$ cat config.mk
export PLATFORM = sky130hd
export DESIGN_NAME = i2c_chan_sel
export DESIGN_NICKNAME = d
export VERILOG_FILES = /design/src/rtl/chsel_pkg.sv /design/src/rtl/chsel_bus_sampler.sv /design/src/rtl/chsel_target_fsm.sv /design/src/rtl/chsel_ctrl_regs.sv /design/src/rtl/i2c_chan_sel.sv
export SDC_FILE = /design/constraint.sdc
export NUM_CORES = 1
export LEC_CHECK = 0
export BUFFER_PORTS_ARGS = -buffer_cell sky130_fd_sc_hd__buf_2
export CELL_PAD_IN_SITES_DETAIL_PLACEMENT = 0
export CELL_PAD_IN_SITES_GLOBAL_PLACEMENT = 2
export CORE_UTILIZATION = 38
export CTS_BUF_LIST = sky130_fd_sc_hd__clkbuf_8
export CTS_CLUSTER_DIAMETER = 200
export DETAILED_ROUTE_END_ITERATION = 6
export HOLD_SLACK_MARGIN = 0.05
export PLACE_DENSITY_LB_ADDON = 0.1
export SLEW_MARGIN = 10
export SYNTH_ARGS = -nofsm -noshare
export SYNTH_HDL_FRONTEND = slang
export SYNTH_SLANG_ARGS = --single-unit
$ cat constraint.sdc
create_clock -name clk -period 2.15 [get_ports clk]
set_clock_uncertainty 0.15 [all_clocks]
set_input_delay 0.215 -clock clk [delete_from_list [all_inputs] [get_ports clk]]
set_output_delay 0.215 -clock clk [all_outputs]
set_load 0.02 [all_outputs]
$ cat src/rtl/chsel_pkg.sv
package chsel_pkg;

  typedef enum logic [2:0] {
    ST_IDLE,
    ST_ADDR,
    ST_AACK,
    ST_WR,
    ST_WACK,
    ST_RD,
    ST_RACK,
    ST_SKIP
  } tgt_state_e;

  // Address compare: fixed upper nibble followed by the three strap bits.
  function automatic logic addr_hit(input logic [6:0] rx_addr,
                                    input logic [3:0] fixed_hi,
                                    input logic [2:0] strap);
    return rx_addr == {fixed_hi, strap};
  endfunction

endpackage

$ cat src/rtl/chsel_bus_sampler.sv
module chsel_bus_sampler #(
  parameter int SYNC_STAGES = 2
) (
  input  logic clk,
  input  logic rst_n,
  input  logic scl_in,
  input  logic sda_in,
  output logic sda_s,
  output logic scl_rise,
  output logic scl_fall,
  output logic start_evt,
  output logic stop_evt
);

  logic [SYNC_STAGES-1:0] scl_pipe;
  logic [SYNC_STAGES-1:0] sda_pipe;
  logic                   scl_s;
  logic                   scl_q;
  logic                   sda_q;

  always_ff @(posedge clk or negedge rst_n) begin
    if (!rst_n) begin
      scl_pipe <= '1;
      sda_pipe <= '1;
      scl_q    <= 1'b1;
      sda_q    <= 1'b1;
    end else begin
      scl_pipe <= {scl_pipe[SYNC_STAGES-2:0], scl_in};
      sda_pipe <= {sda_pipe[SYNC_STAGES-2:0], sda_in};
      scl_q    <= scl_s;
      sda_q    <= sda_s;
    end
  end

  assign scl_s     = scl_pipe[SYNC_STAGES-1];
  assign sda_s     = sda_pipe[SYNC_STAGES-1];
  assign scl_rise  = scl_s & ~scl_q;
  assign scl_fall  = ~scl_s & scl_q;
  // SDA moving while SCL stays high marks START (falling) or STOP (rising).
  assign start_evt = scl_s & scl_q & sda_q & ~sda_s;
  assign stop_evt  = scl_s & scl_q & ~sda_q & sda_s;

endmodule

$ cat src/rtl/chsel_target_fsm.sv
module chsel_target_fsm
  import chsel_pkg::*;
#(
  parameter logic [3:0] ADDR_FIXED = 4'b1110,
  parameter int         BYTE_W     = 8,
  parameter int         KEEP_W     = 4
) (
  input  logic              clk,
  input  logic              rst_n,
  input  logic              sda_s,
  input  logic              scl_rise,
  input  logic              scl_fall,
  input  logic              start_evt,
  input  logic              stop_evt,
  input  logic [2:0]        strap,
  input  logic [BYTE_W-1:0] rd_byte,
  output logic              wr_stb,
  output logic [KEEP_W-1:0] wr_keep,
  output logic              sda_oe
);

  localparam int              BIT_W    = $clog2(BYTE_W);
  localparam logic [BIT_W-1:0] LAST_BIT = BIT_W'(BYTE_W - 1);

  tgt_state_e        state;
  logic [BIT_W-1:0]  bitcnt;
  logic [BYTE_W-2:0] shreg;
  logic [BYTE_W-1:0] rd_sh;
  logic              rw_q;
  logic              ack_on;
  logic [BYTE_W-1:0] next_byte;
  logic              hit;

  assign next_byte = {shreg, sda_s};
  assign hit       = addr_hit(next_byte[BYTE_W-1:1], ADDR_FIXED, strap);

  always_ff @(posedge clk or negedge rst_n) begin
    if (!rst_n) begin
      state   <= ST_IDLE;
      bitcnt  <= '0;
      shreg   <= '0;
      rd_sh   <= '0;
      rw_q    <= 1'b0;
      ack_on  <= 1'b0;
      wr_stb  <= 1'b0;
      wr_keep <= '0;
      sda_oe  <= 1'b0;
    end else begin
      wr_stb <= 1'b0;
      if (start_evt) begin
        state  <= ST_ADDR;
        bitcnt <= '0;
        sda_oe <= 1'b0;
        ack_on <= 1'b0;
      end else if (stop_evt) begin
        state  <= ST_IDLE;
        sda_oe <= 1'b0;
        ack_on <= 1'b0;
      end else begin
        case (state)
          ST_ADDR, ST_WR: begin
            if (scl_rise) begin
              shreg  <= next_byte[BYTE_W-2:0];
              bitcnt <= bitcnt + BIT_W'(1);
              if (bitcnt == LAST_BIT) begin
                if (state == ST_ADDR) begin
                  rw_q  <= sda_s;
                  state <= hit ? ST_AACK : ST_SKIP;
                end else begin
                  wr_stb  <= 1'b1;
                  wr_keep <= next_byte[KEEP_W-1:0];
                  state   <= ST_WACK;
                end
              end
            end
          end
          ST_AACK, ST_WACK: begin
            if (scl_fall) begin
              if (!ack_on) begin
                sda_oe <= 1'b1;
                ack_on <= 1'b1;
              end else begin
                ack_on <= 1'b0;
                bitcnt <= '0;
                if (state == ST_AACK && rw_q) begin
                  state  <= ST_RD;
                  rd_sh  <= rd_byte;
                  sda_oe <= ~rd_byte[BYTE_W-1];
                end else begin
                  state  <= ST_WR;
                  sda_oe <= 1'b0;
                end
              end
            end
          end
          ST_RD: begin
            if (scl_rise) begin
              bitcnt <= bitcnt + BIT_W'(1);
              if (bitcnt == LAST_BIT) state <= ST_RACK;
            end else if (scl_fall) begin
              rd_sh  <= rd_sh << 1;
              sda_oe <= ~rd_sh[BYTE_W-2];
            end
          end
          ST_RACK: begin
            if (scl_fall) begin
              if (!ack_on) begin
                sda_oe <= 1'b0;
              end else begin
                ack_on <= 1'b0;
                bitcnt <= '0;
                state  <= ST_RD;
                rd_sh  <= rd_byte;
                sda_oe <= ~rd_byte[BYTE_W-1];
              end
            end else if (scl_rise) begin
              if (sda_s) state <= ST_SKIP;
              else       ack_on <= 1'b1;
            end
          end
          default: ;
        endcase
      end
    end
  end

  AST_QUIET_WHEN_IDLE: assert property (@(posedge clk) disable iff (!rst_n)
    (state == ST_IDLE || state == ST_SKIP) |-> !sda_oe);

  AST_NO_DRIVE_AFTER_NACK: assert property (@(posedge clk) disable iff (!rst_n)
    (state == ST_RACK && scl_rise && sda_s && !start_evt && !stop_evt)
      |=> (!sda_oe && state == ST_SKIP));

  AST_START_RESTARTS: assert property (@(posedge clk) disable iff (!rst_n)
    start_evt |=> (state == ST_ADDR && bitcnt == '0));

endmodule

$ cat src/rtl/chsel_ctrl_regs.sv
module chsel_ctrl_regs #(
  parameter int NUM_CH = 8,
  parameter int SEL_W  = $clog2(NUM_CH),
  parameter int CTRL_W = SEL_W + 1
) (
  input  logic              clk,
  input  logic              rst_n,
  input  logic              wr_stb,
  input  logic [CTRL_W-1:0] wr_val,
  input  logic              commit,
  output logic [CTRL_W-1:0] pend,
  output logic [NUM_CH-1:0] chan_en
);

  logic [CTRL_W-1:0] active_q;

  function automatic logic [NUM_CH-1:0] sel_decode(input logic [CTRL_W-1:0] c);
    logic [NUM_CH-1:0] v;
    v = '0;
    if (c[CTRL_W-1]) v[c[SEL_W-1:0]] = 1'b1;
    return v;
  endfunction

  always_ff @(posedge clk or negedge rst_n) begin
    if (!rst_n) begin
      pend     <= '0;
      active_q <= '0;
    end else begin
      if (wr_stb) pend <= wr_val;
      if (commit) active_q <= pend;
    end
  end

  assign chan_en = sel_decode(active_q);

  AST_ONE_CHANNEL: assert property (@(posedge clk) disable iff (!rst_n)
    $onehot0(chan_en));

  AST_HOLD_UNTIL_STOP: assert property (@(posedge clk) disable iff (!rst_n)
    !commit |=> $stable(chan_en));

  AST_PEND_ONLY_ON_BYTE: assert property (@(posedge clk) disable iff (!rst_n)
    !wr_stb |=> $stable(pend));

endmodule

$ cat src/rtl/i2c_chan_sel.sv
module i2c_chan_sel #(
  parameter int         NUM_CH      = 8,
  parameter logic [3:0] ADDR_FIXED  = 4'b1110,
  parameter int         SYNC_STAGES = 2
) (
  input  logic              clk,
  input  logic              rst_n,
  input  logic              scl_in,
  input  logic              sda_in,
  input  logic [2:0]        strap_a,
  output logic              sda_oe,
  output logic [NUM_CH-1:0] chan_en
);

  localparam int BYTE_W = 8;
  localparam int SEL_W  = $clog2(NUM_CH);
  localparam int CTRL_W = SEL_W + 1;

  logic              sda_s;
  logic              scl_rise;
  logic              scl_fall;
  logic              start_evt;
  logic              stop_evt;
  logic              wr_stb;
  logic [CTRL_W-1:0] wr_keep;
  logic [CTRL_W-1:0] pend;
  logic [BYTE_W-1:0] rd_byte;

  chsel_bus_sampler #(
    .SYNC_STAGES(SYNC_STAGES)
  ) u_sampler (
    .clk      (clk),
    .rst_n    (rst_n),
    .scl_in   (scl_in),
    .sda_in   (sda_in),
    .sda_s    (sda_s),
    .scl_rise (scl_rise),
    .scl_fall (scl_fall),
    .start_evt(start_evt),
    .stop_evt (stop_evt)
  );

  assign rd_byte = {{(BYTE_W-CTRL_W){1'b0}}, pend};

  chsel_target_fsm #(
    .ADDR_FIXED(ADDR_FIXED),
    .BYTE_W    (BYTE_W),
    .KEEP_W    (CTRL_W)
  ) u_fsm (
    .clk      (clk),
    .rst_n    (rst_n),
    .sda_s    (sda_s),
    .scl_rise (scl_rise),
    .scl_fall (scl_fall),
    .start_evt(start_evt),
    .stop_evt (stop_evt),
    .strap    (strap_a),
    .rd_byte  (rd_byte),
    .wr_stb   (wr_stb),
    .wr_keep  (wr_keep),
    .sda_oe   (sda_oe)
  );

  chsel_ctrl_regs #(
    .NUM_CH(NUM_CH)
  ) u_regs (
    .clk    (clk),
    .rst_n  (rst_n),
    .wr_stb (wr_stb),
    .wr_val (wr_keep),
    .commit (stop_evt),
    .pend   (pend),
    .chan_en(chan_en)
  );

endmodule

==> results of run 1 <==
power breakdown:
| group | internal (mW) | switching (mW) |
|---|---|---|
| sequential | 0.956 | 0.178 |
| combinational | 0.538 | 0.525 |
| clock | 0.342 | 0.272 |
flip-flops by register name, summed over array words and instances, names as in the netlist:
signal and count:
u_fsm.sda_oe 1, u_sampler.scl_pipe 2, u_fsm.shreg 7, u_fsm.state 3
u_fsm.bitcnt 3, u_sampler.sda_pipe 2, u_regs.active_q 4, u_sampler.sda_q 1
u_regs.pend 4, u_sampler.scl_q 1, u_fsm.wr_stb 1, u_fsm.rd_sh 7
u_fsm.rw_q 1, u_fsm.wr_keep 4, u_fsm.ack_on 1
metal layers:
layer | part of all wire | global-route usage | vias to the layer above
li1 | - | - | 700
met1 | 0.49 | 0.207 | 684
met2 | 0.45 | 0.243 | 32
met3 | 0.042 | 0.0463 | 7
met4 | 0.014 | 0.0679 | 0
met5 | 0 | 0 | -
critical path: stages (launching register included):
cell       delay, ns
dfstp_2         0.62
and2b_2         0.24
o22ai_2         0.11
a2111oi_4       0.38
buf_6           0.19
mux2_4          0.30
cell usage in the layout, fill, tap and decap left out, drive strengths merged, types with 3 or more instances in the layout:
cell | Yosys | routed
nand2 | 10 | 10
nor2 | 17 | 17
mux2 | 27 | 27
o21ai | 4 | 4
inv | 9 | 10
dlygate4sd3 | 0 | 3
dfstp | 6 | 6
a21oi | 7 | 7
mux2i | 6 | 6
dfrtp | 36 | 36
xor2 | 3 | 3
buf | 3 | 33
clkbuf | 1 | 5
nand2b | 10 | 10
nand4b | 3 | 3
nor3 | 4 | 4
per-stage QoR:
step | utilization | hold slack [ns] | instance area (µm²) | total power, mW | setup TNS [ns]
2_1_floorplan | - | -0.231 | 2060 | 1.84 | 0
3_3_place_gp | 0.452 | 0.158 | 2340 | 2.13 | 0
5_1_grt | 0.486 | 0.212 | 2510 | 3.00 | -0.00347
4_1_cts | 0.479 | 0.203 | 2480 | 2.78 | 0
6_report | 0.486 | 0.200 | 2510 | 2.81 | 0
3_5_place_dp | 0.452 | 0.169 | 2340 | 2.15 | 0
what timing repair did:
item,4_1_cts,5_1_grt
endpoints found under the hold margin,38,0
hold buffers,3,0
setup endpoints to repair,0,4
resized for setup,0,5
cells in the mapped netlist (all sizes together):
library cell and number:
a41o 1, and2b 2, nand3 2, o21bai 1, o311ai 1, a21oi 7, clkbuf 1, nor2 17
a211oi 2, xor2 3, dfrtp 36, mux2i 6, a31oi 1, a21o 2, or2 2, nand4b 3
buf 3, o31ai 1, nand4 2, nor4 1, dfstp 6, and3b 1, a221oi 2, nand2b 10
ha 2, inv 9, a2111oi 1, and2 1, a311oi 2, o21ai 4, o22ai 2, mux2 27
nand2 10, nor3 4
cell type report:
| type | instances | area, µm² | area share |
|---|---|---|---|
| Sequential cell | 42 | 1060 | 0.422 |
| Multi-Input combinational cell | 120 | 977 | 0.389 |
| Timing Repair Buffer | 36 | 244 | 0.0971 |
| Tap cell | 70 | 87.6 | 0.0349 |
| Clock buffer | 5 | 68.8 | 0.0274 |
| Clock inverter | 3 | 41.3 | 0.0164 |
| Inverter | 9 | 33.8 | 0.0134 |
cell families after synthesis:
family	after synthesis	synth area share
compound gates	27	0.108
xor+xnor	3	0.0127
fa+ha+maj	2	0.0121
buf+inv	13	0.0267
flops	42	0.513
mux	33	0.182
simple gates	55	0.146
path summary, 6_finish.rpt:
| kind | to | slack, ns |
|---|---|---|
| max | u_fsm.rd_sh[3] | 0.05 |
| min | u_sampler.scl_pipe[1] | 0.20 |
| max reg2reg | u_fsm.rd_sh[3] | 0.05 |
| min reg2reg | u_sampler.scl_pipe[1] | 0.20 |
| max in group asynchronous | u_fsm.state[2] | 1.09 |
| min in group asynchronous | u_fsm.rd_sh[0] | 0.37 |
==> flow_summary_export.csv, run 1 <==
group,metric,value,unit
run_status,status,"finished clean",
min_path,hp-class,"flop to flop",
logic_synthesis,synthCells,175,
critical_path,worstSetupPathType,"flop to flop",
drt,drc,0,
placed_design,place_congestion,0.774,
min_path,whs_path_depth,0,
flow_run,max_cap_viol_count,0,
clock_tree,path_clk_slew,0.08,ns
timing,timing.final.crit_share,0.979,
finish,syn_to_final_growth,21.8,%
placed_design,dpl.cell_count,274,
global_routing,grt_pass1_wl,6520,µm
finish,nFillCells,477,
placed_design,port_buffers,15,
critical_path,critPathRequiredTime,2.18,ns
die,start_util,0.399,
clock_tree,clockBufferDepth,2,
logic_synthesis,yosys_warnings,0,
global_routing,grt_max_degree,43,
global_routing,antenna_found_initial,0,
placed_design,pre_cts_ws,0.0429,ns
timing,rsz0062_at_grt,"yes",
logic_synthesis,ys_seq_elements,42,
timing,fmax,0.475,GHz
logic_synthesis,synthesis.area,0.00206,mm²
drt,drtIter0Drc,59,
clock_tree,cts_made_buffers,5,
logic_synthesis,synth_area_per_cell,11.8,µm²
logic_synthesis,synth_top_area_cell,"dfrtp_1",
logic_synthesis,ys_seq_area_frac,0.513,
clock_tree,cts_tree,"built",
die,dieArea,0.00573,mm²
timing,hold_viol,0,
critical_path,worst-r2r-cell-count,5,
logic_synthesis,synth_area_leaders,"dfrtp_1 (44%), mux2_2 (13%), dfstp_2 (7.6%)",
drt,drt-total-wl,4020,µm
clock_tree,cts_num_sinks,42,
drt,routed_via_density,4.99,
placed_design,hpwlAfterDp,2840,µm
timing,setup_viol,0,
drt,ant_nets,0,
die,die_w,75.7,µm
timing,slew_violations,0,
finish,nets,223,
critical_path,worst_setup_path_start_kind,"flop",
global_routing,grt.total_usage,0.158,
drt,drt_pre_antenna_iters,4,
timing,period_needed,2.10,ns
power,powerDensity,1120,mW/mm²
finish,drive_gt1_frac,0.400,
critical_path,cp.arrival,2.13,ns
finish,final_cells,285,
global_routing,overflow,0,
logic_synthesis,yosysTopAreaCellShare,0.437,
power,vdd_drop_max,0.662,mV
clock_tree,htree_levels,2,
critical_path,r2r-start,"u_sampler.scl_q",
timing,fin_ws,0.0454,ns
critical_path,cp-startpoint,"u_sampler.scl_q",
finish,diodes,0,
clock_tree,insertion_delay,0.29,ns
min_path,holdCritStartpoint,"u_sampler.scl_pipe[0]",
power,leakage,1.15,nW
clock_tree,root_buffer,"clkbuf_8",
die,num_rows,26,
critical_path,critPathMaxFanout,7,
timing,max-slew-margin-rel,0.644,
logic_synthesis,ys_types,44,
clock_tree,cts_setup_buffers,0,
drt,wl_per_cell,14.1,µm
die,coreArea,0.00517,mm²
logic_synthesis,synth_nets,184,
die,die_h,75.7,µm
drt,vias,1423,
die,ios,16,
critical_path,crit_path_end_kind,"flop",
timing,worst_pin_slew,0.535,ns
global_routing,grt_pass1_vias,1337,
No activity file was read; power rests on OpenSTA's default activity.
==> run 2: changes to the inputs <==
--- a/config.mk
+++ b/config.mk
@@ -6,10 +6,9 @@
 export NUM_CORES = 1
 export LEC_CHECK = 0
 export BUFFER_PORTS_ARGS = -buffer_cell sky130_fd_sc_hd__buf_2
-export CELL_PAD_IN_SITES_DETAIL_PLACEMENT = 0
-export CELL_PAD_IN_SITES_GLOBAL_PLACEMENT = 2
-export CORE_UTILIZATION = 38
-export CTS_BUF_LIST = sky130_fd_sc_hd__clkbuf_8
+export CELL_PAD_IN_SITES_DETAIL_PLACEMENT = 1
+export CELL_PAD_IN_SITES_GLOBAL_PLACEMENT = 1
+export CORE_UTILIZATION = 43
 export CTS_CLUSTER_DIAMETER = 200
 export DETAILED_ROUTE_END_ITERATION = 6
 export HOLD_SLACK_MARGIN = 0.05
==> run 2 against run 1 <==
Compared with the run above:
- register-to-register slack better by 0.03 ns
- non-clock buffer count grew 10
- sequential share of layout area decreased by 0.74 points
- clock power fell by 17%
- hold slack gained 0.010 ns
- maximum frequency up 1.4%
- utilization increased by 8.6 points
- design area rose by 1.8%
- global-route usage is 4.5 points higher
- critical endpoint is now u_fsm.state[0]
- highest routed layer unchanged
==> flow_summary_export.csv, run 2 (synthesized netlist as in run 1, its figures left out) <==
group,metric,value,unit
clock_tree,clockBufferDepth,2,
critical_path,critPathRequiredTime,2.22,ns
timing,fmax,0.482,GHz
die,num_rows,24,
power,powerDensity,1140,mW/mm²
min_path,hp-class,"flop to flop",
drt,ant_nets,0,
finish,seqCellArea,0.00106,mm²
die,ios,16,
critical_path,cp.arrival,2.14,ns
critical_path,crit_buf_inv,1,
finish,nFillCells,481,
critical_path,crit_top_cell,"a221oi_4",
finish,nets,233,
finish,drive_gt1_frac,0.431,
timing,period_needed,2.08,ns
timing,setup_viol,0,
run_status,status,"finished clean",
finish,final_util,0.572,
global_routing,overflow,0,
clock_tree,cts_num_sinks,42,
clock_tree,insertion_delay,0.30,ns
drt,vias,1487,
placed_design,placed_area,0.00234,mm²
power,vdd_drop_max,0.546,mV
timing,fin_hold_ws,0.211,ns
finish,diodes,0,
clock_tree,cts_made_buffers,5,
drt,wl_per_cell,16.4,µm
die,die_h,71.3,µm
global_routing,grt-busiest-layer,"met2",
clock_tree,root_buffer,"clkbuf_8",
timing,slew_violations,0,
finish,multi_input_area,977,µm²
power,finalPower,2.92,mW
finish,final_cell_mix,"dfrtp_1 (35), buf_4 (26), mux2_2 (24), nor2_1 (16), buf_2 (15)",
drt,routed_via_density,5.37,
critical_path,critPathMaxFanout,7,
die,dieArea,0.00508,mm²
power,leakage,1.19,nW
finish,final_cells,277,
global_routing,grt.met2_usage,0.327,
placed_design,pre_cts_ws,-0.0497,ns
timing,tns,0,ns
clock_tree,htree_levels,2,
critical_path,path_cells,"and2b_2 -> a221oi_4 -> a221oi_4 -> buf_4 -> or2_1 -> a31oi_1",
finish,stdcell_area,0.00256,mm²
critical_path,crit_path_end_kind,"flop",
placed_design,dpl.cell_count,259,
critical_path,cpPeakStageDelay,0.59,ns
finish,reg_top3,"u_fsm.rd_sh: 7 flops, u_fsm.shreg: 7 flops",
clock_tree,path_clk_slew,0.08,ns
critical_path,critical-path-top-delay-family,"compound AO/OA/AOI/OAI gates",
drt,drt_pre_antenna_iters,4,
global_routing,grt.total_usage,0.202,
flow_run,max_cap_viol_count,0,
drt,drc,0,
drt,drtIter0Drc,76,
global_routing,antenna_found_initial,0,
die,start_util,0.461,
finish,final_common_cell,"dfrtp_1",
placed_design,hpwlAfterDp,3180,µm
global_routing,grt_pass1_vias,1602,
global_routing,grtUsageMet3,0.0478,
timing,hold_viol,0,
global_routing,grt_pass1_wl,7720,µm
critical_path,worst_setup_path_start_kind,"flop",
timing,worst_pin_slew,0.527,ns
timing,fin_ws,0.0748,ns
drt,drt-total-wl,4540,µm
critical_path,worstSetupPathType,"flop to flop",
global_routing,grt_max_degree,43,
timing,timing.final.crit_share,0.965,
die,die_w,71.3,µm
clock_tree,cts_tree,"built",
finish,syn_to_final_growth,24.0,%
global_routing,met1_usage,0.265,
die,coreArea,0.00447,mm²
placed_design,port_buffers,15,
placed_design,place_congestion,0.838,
critical_path,cp_slowest_cell,"dfstp_2",
timing,max-slew-margin-rel,0.649,
run 2: cell types whose count changed in the layout (fill, tap and decap cells not counted), sizes merged:
cell,before,now
inv,10,9
buf,33,43
clkinv,0,2
bufinv,1,0
run 2: worst reg2reg max path: cells and delay by family (launching register included):
family                 cells  cell delay [ns]
AO/OA/AOI/OAI              3             0.61
buffers and inverters      1             0.17
flip-flops                 1             0.59
AND/OR/NAND/NOR            2             0.49
run 2: timing repair:
action,in CTS,in global routing
pin swaps,2,5
endpoints found under the setup margin,5,6
endpoints found under the hold margin,38,0
gates resized for setup,2,3
setup buffers,4,3
hold buffers,3,0
run 2: cell type report:
type / count / share of cell area
Timing Repair Buffer: 46 / 0.130
Inverter: 9 / 0.0132
Clock buffer: 5 / 0.0269
Sequential cell: 42 / 0.414
Multi-Input combinational cell: 120 / 0.382
Tap cell: 52 / 0.0254
Clock inverter: 3 / 0.00832
run 2: power breakdown:
part	internal, mW	switching (mW)	total (mW)
logic	0.680	0.605	1.28
clock network	0.228	0.283	0.511
registers	0.956	0.165	1.12
run 2: final timing paths:
check,startpoint,end,slack (ns),cells past startpoint
max,u_sampler.scl_pipe[1],u_fsm.state[0],0.07,6
max reg2reg,u_sampler.scl_pipe[1],u_fsm.state[0],0.07,6
min,u_sampler.sda_pipe[0],u_sampler.sda_pipe[1],0.21,0
max in group asynchronous,rst_n,u_fsm.state[2],1.11,3
min in group asynchronous,rst_n,u_regs.active_q[0],0.36,3
min reg2reg,u_sampler.sda_pipe[0],u_sampler.sda_pipe[1],0.21,0
run 2: routing by layer:
layer / share of wire / routed length (µm)
met1: 0.45 / 2030
met2: 0.50 / 2260
met3: 0.031 / 140
met4: 0.024 / 110
met5: 0 / 0
==> run 3: changes to the inputs <==
--- a/config.mk
+++ b/config.mk
@@ -8,6 +8,7 @@
 export BUFFER_PORTS_ARGS = -buffer_cell sky130_fd_sc_hd__buf_2
 export CELL_PAD_IN_SITES_DETAIL_PLACEMENT = 1
 export CELL_PAD_IN_SITES_GLOBAL_PLACEMENT = 1
+export CORE_ASPECT_RATIO = 1.1
 export CORE_UTILIZATION = 43
 export CTS_CLUSTER_DIAMETER = 200
 export DETAILED_ROUTE_END_ITERATION = 6
==> run 3 against run 2 <==
Compared with the run above:
- maximum frequency decreased by 2.3%
- global-route usage is 1.5 points higher
- largest cell class unchanged
- power down 0.50%
- flip-flop and latch count did not move
- critical endpoint is now u_fsm.state[2]
- combinational power shrank 5%
- highest routed layer unchanged
- design area fell by 1.8%
- die area barely moved
- largest power group unchanged
- via count rose by 1.3%
- cell count decreased by 1.1%
==> flow_summary_export.csv, run 3 (synthesized netlist as in run 1, its figures left out) <==
group,metric,value,unit
run_status,status,"finished clean",
drt,wl_per_cell,18.4,µm
drt,vias,1506,
critical_path,path_cells,"and2b_2 -> a41o_1 -> a221oi_4 -> a21oi_2 -> a211oi_1",
critical_path,cpPeakStageDelay,0.61,ns
timing,fin_hold_ws,0.192,ns
power,powerDensity,1150,mW/mm²
placed_design,port_buffers,15,
global_routing,antenna_found_initial,0,
finish,reg_top3,"u_fsm.rd_sh: 7 flops, u_fsm.shreg: 7 flops",
finish,diodes,0,
die,die_h,74.7,µm
timing,hold_viol,0,
critical_path,worst_setup_path_start_kind,"flop",
power,finalPower,2.90,mW
clock_tree,root_buffer,"clkbuf_8",
drt,drt_pre_antenna_iters,4,
timing,slew_violations,0,
critical_path,crit_buf_inv,0,
drt,dr_wl_met3,156,µm
placed_design,pre_cts_ws,-0.100,ns
finish,multi_input_area,980,µm²
global_routing,grt_pass1_wl,7960,µm
timing,timing.final.crit_share,0.988,
finish,drive_gt1_frac,0.417,
timing,worst_pin_slew,0.689,ns
critical_path,worstSetupPathType,"flop to flop",
timing,setup_viol,0,
power,vdd_drop_max,0.615,mV
power,leakage,1.16,nW
drt,route.met2.wl,2660,µm
clock_tree,cts_num_sinks,42,
die,start_util,0.447,
global_routing,overflow,0,
finish,syn_to_final_growth,21.8,%
drt,drt-total-wl,5050,µm
flow_run,max_cap_viol_count,0,
clock_tree,cts_tree,"built",
drt,wl_met1,2150,µm
global_routing,grt_pass1_vias,1607,
finish,seqCellArea,0.00106,mm²
placed_design,hpwlAfterDp,3450,µm
drt,routed_via_density,5.50,
min_path,hp-class,"input pin to asynchronous set/reset pin",
clock_tree,insertion_delay,0.31,ns
critical_path,critPathRequiredTime,2.22,ns
timing,fin_ws,0.0268,ns
die,die_w,68.0,µm
finish,final_common_cell,"dfrtp_1",
finish,final_cell_mix,"dfrtp_1 (35), mux2_2 (24), buf_4 (20), nor2_1 (16), buf_2 (15)",
die,num_rows,26,
global_routing,grt.total_usage,0.218,
drt,drc,0,
global_routing,grt_max_degree,17,
critical_path,crit_path_end_kind,"flop",
die,dieArea,0.00508,mm²
clock_tree,path_clk_slew,0.09,ns
timing,max-slew-margin-rel,0.537,
drt,drtIter0Drc,56,
die,ios,16,
placed_design,place_congestion,0.929,
critical_path,critical-path-top-delay-family,"compound AO/OA/AOI/OAI gates",
finish,nFillCells,498,
timing,tns,0,ns
drt,ant_nets,0,
timing,fmax,0.471,GHz
finish,nets,226,
critical_path,critPathMaxFanout,8,
die,coreArea,0.00462,mm²
timing,period_needed,2.12,ns
clock_tree,cts_made_buffers,5,
critical_path,cp_slowest_cell,"dfstp_2",
clock_tree,htree_levels,2,
critical_path,cp.arrival,2.19,ns
clock_tree,clockBufferDepth,2,
drt,top_layer,"met4",
[run 3: cell types whose count changed in the layout (fill, tap and decap cells not counted)]
cell and delta:
a211oi_1 +1, a211oi_2 -1, a21oi_1 -2, a21oi_2 +2, buf_4 -6, buf_6 -1
clkinv_2 -1, inv_6 +1
[run 3: path summary, 6_finish.rpt]
check	from	to	slack, ns	cells past startpoint
setup / recovery	u_sampler.scl_pipe[1]	u_fsm.state[2]	0.03	5
hold / removal	rst_n	u_regs.pend[0]	0.19	2
setup reg to reg	u_sampler.scl_pipe[1]	u_fsm.state[2]	0.03	5
hold reg to reg	u_sampler.sda_pipe[0]	u_sampler.sda_pipe[1]	0.21	0
max in group asynchronous	rst_n	u_sampler.sda_pipe[0]	1.08	3
min in group clk	u_sampler.sda_pipe[0]	u_sampler.sda_pipe[1]	0.21	0
[run 3: per-layer routing]
metal / global-route usage / up-vias
met5: 0 / -
met4: 0.0718 / 0
met3: 0.0561 / 8
met2: 0.380 / 26
met1: 0.258 / 767
li1: - / 705
[run 3: final cells by class]
cell class | count | area share
inverter | 9 | 0.0134
clock buffer | 5 | 0.0274
sequential | 42 | 0.422
clock inverter | 3 | 0.00996
multi-input combinational | 120 | 0.390
timing repair buffer | 39 | 0.110
tap | 56 | 0.0279
[run 3: repair_timing]
item | in CTS | in global routing
pin swaps | 2 | 3
hold buffers | 3 | 0
resized for setup | 1 | 4
buffers inserted | 1 | 2
endpoints found under the hold margin | 38 | 0
setup endpoints to repair | 6 | 6
[run 3: power breakdown]
part / leakage, nW / total, mW / internal (mW) / switching [mW]
logic: 0.576 / 1.22 / 0.599 / 0.621
registers: 0.538 / 1.14 / 0.956 / 0.188
clock network: 0.0447 / 0.538 / 0.234 / 0.303
[run 3: metrics by stage]
stage / util / std cells / area, µm²
global route: 0.544 / 274 / 2510
detailed placement: 0.503 / 260 / 2320
finish: 0.544 / 274 / 2510
global placement: 0.503 / 260 / 2320
floorplan: - / 175 / 2060
CTS: 0.536 / 272 / 2480
[run 3: worst register-to-register path, delay by kind of cell (launching register included)]
kind	cells	cell delay (ns)
compound gates	4	0.99
flops	1	0.61
simple gates	1	0.28
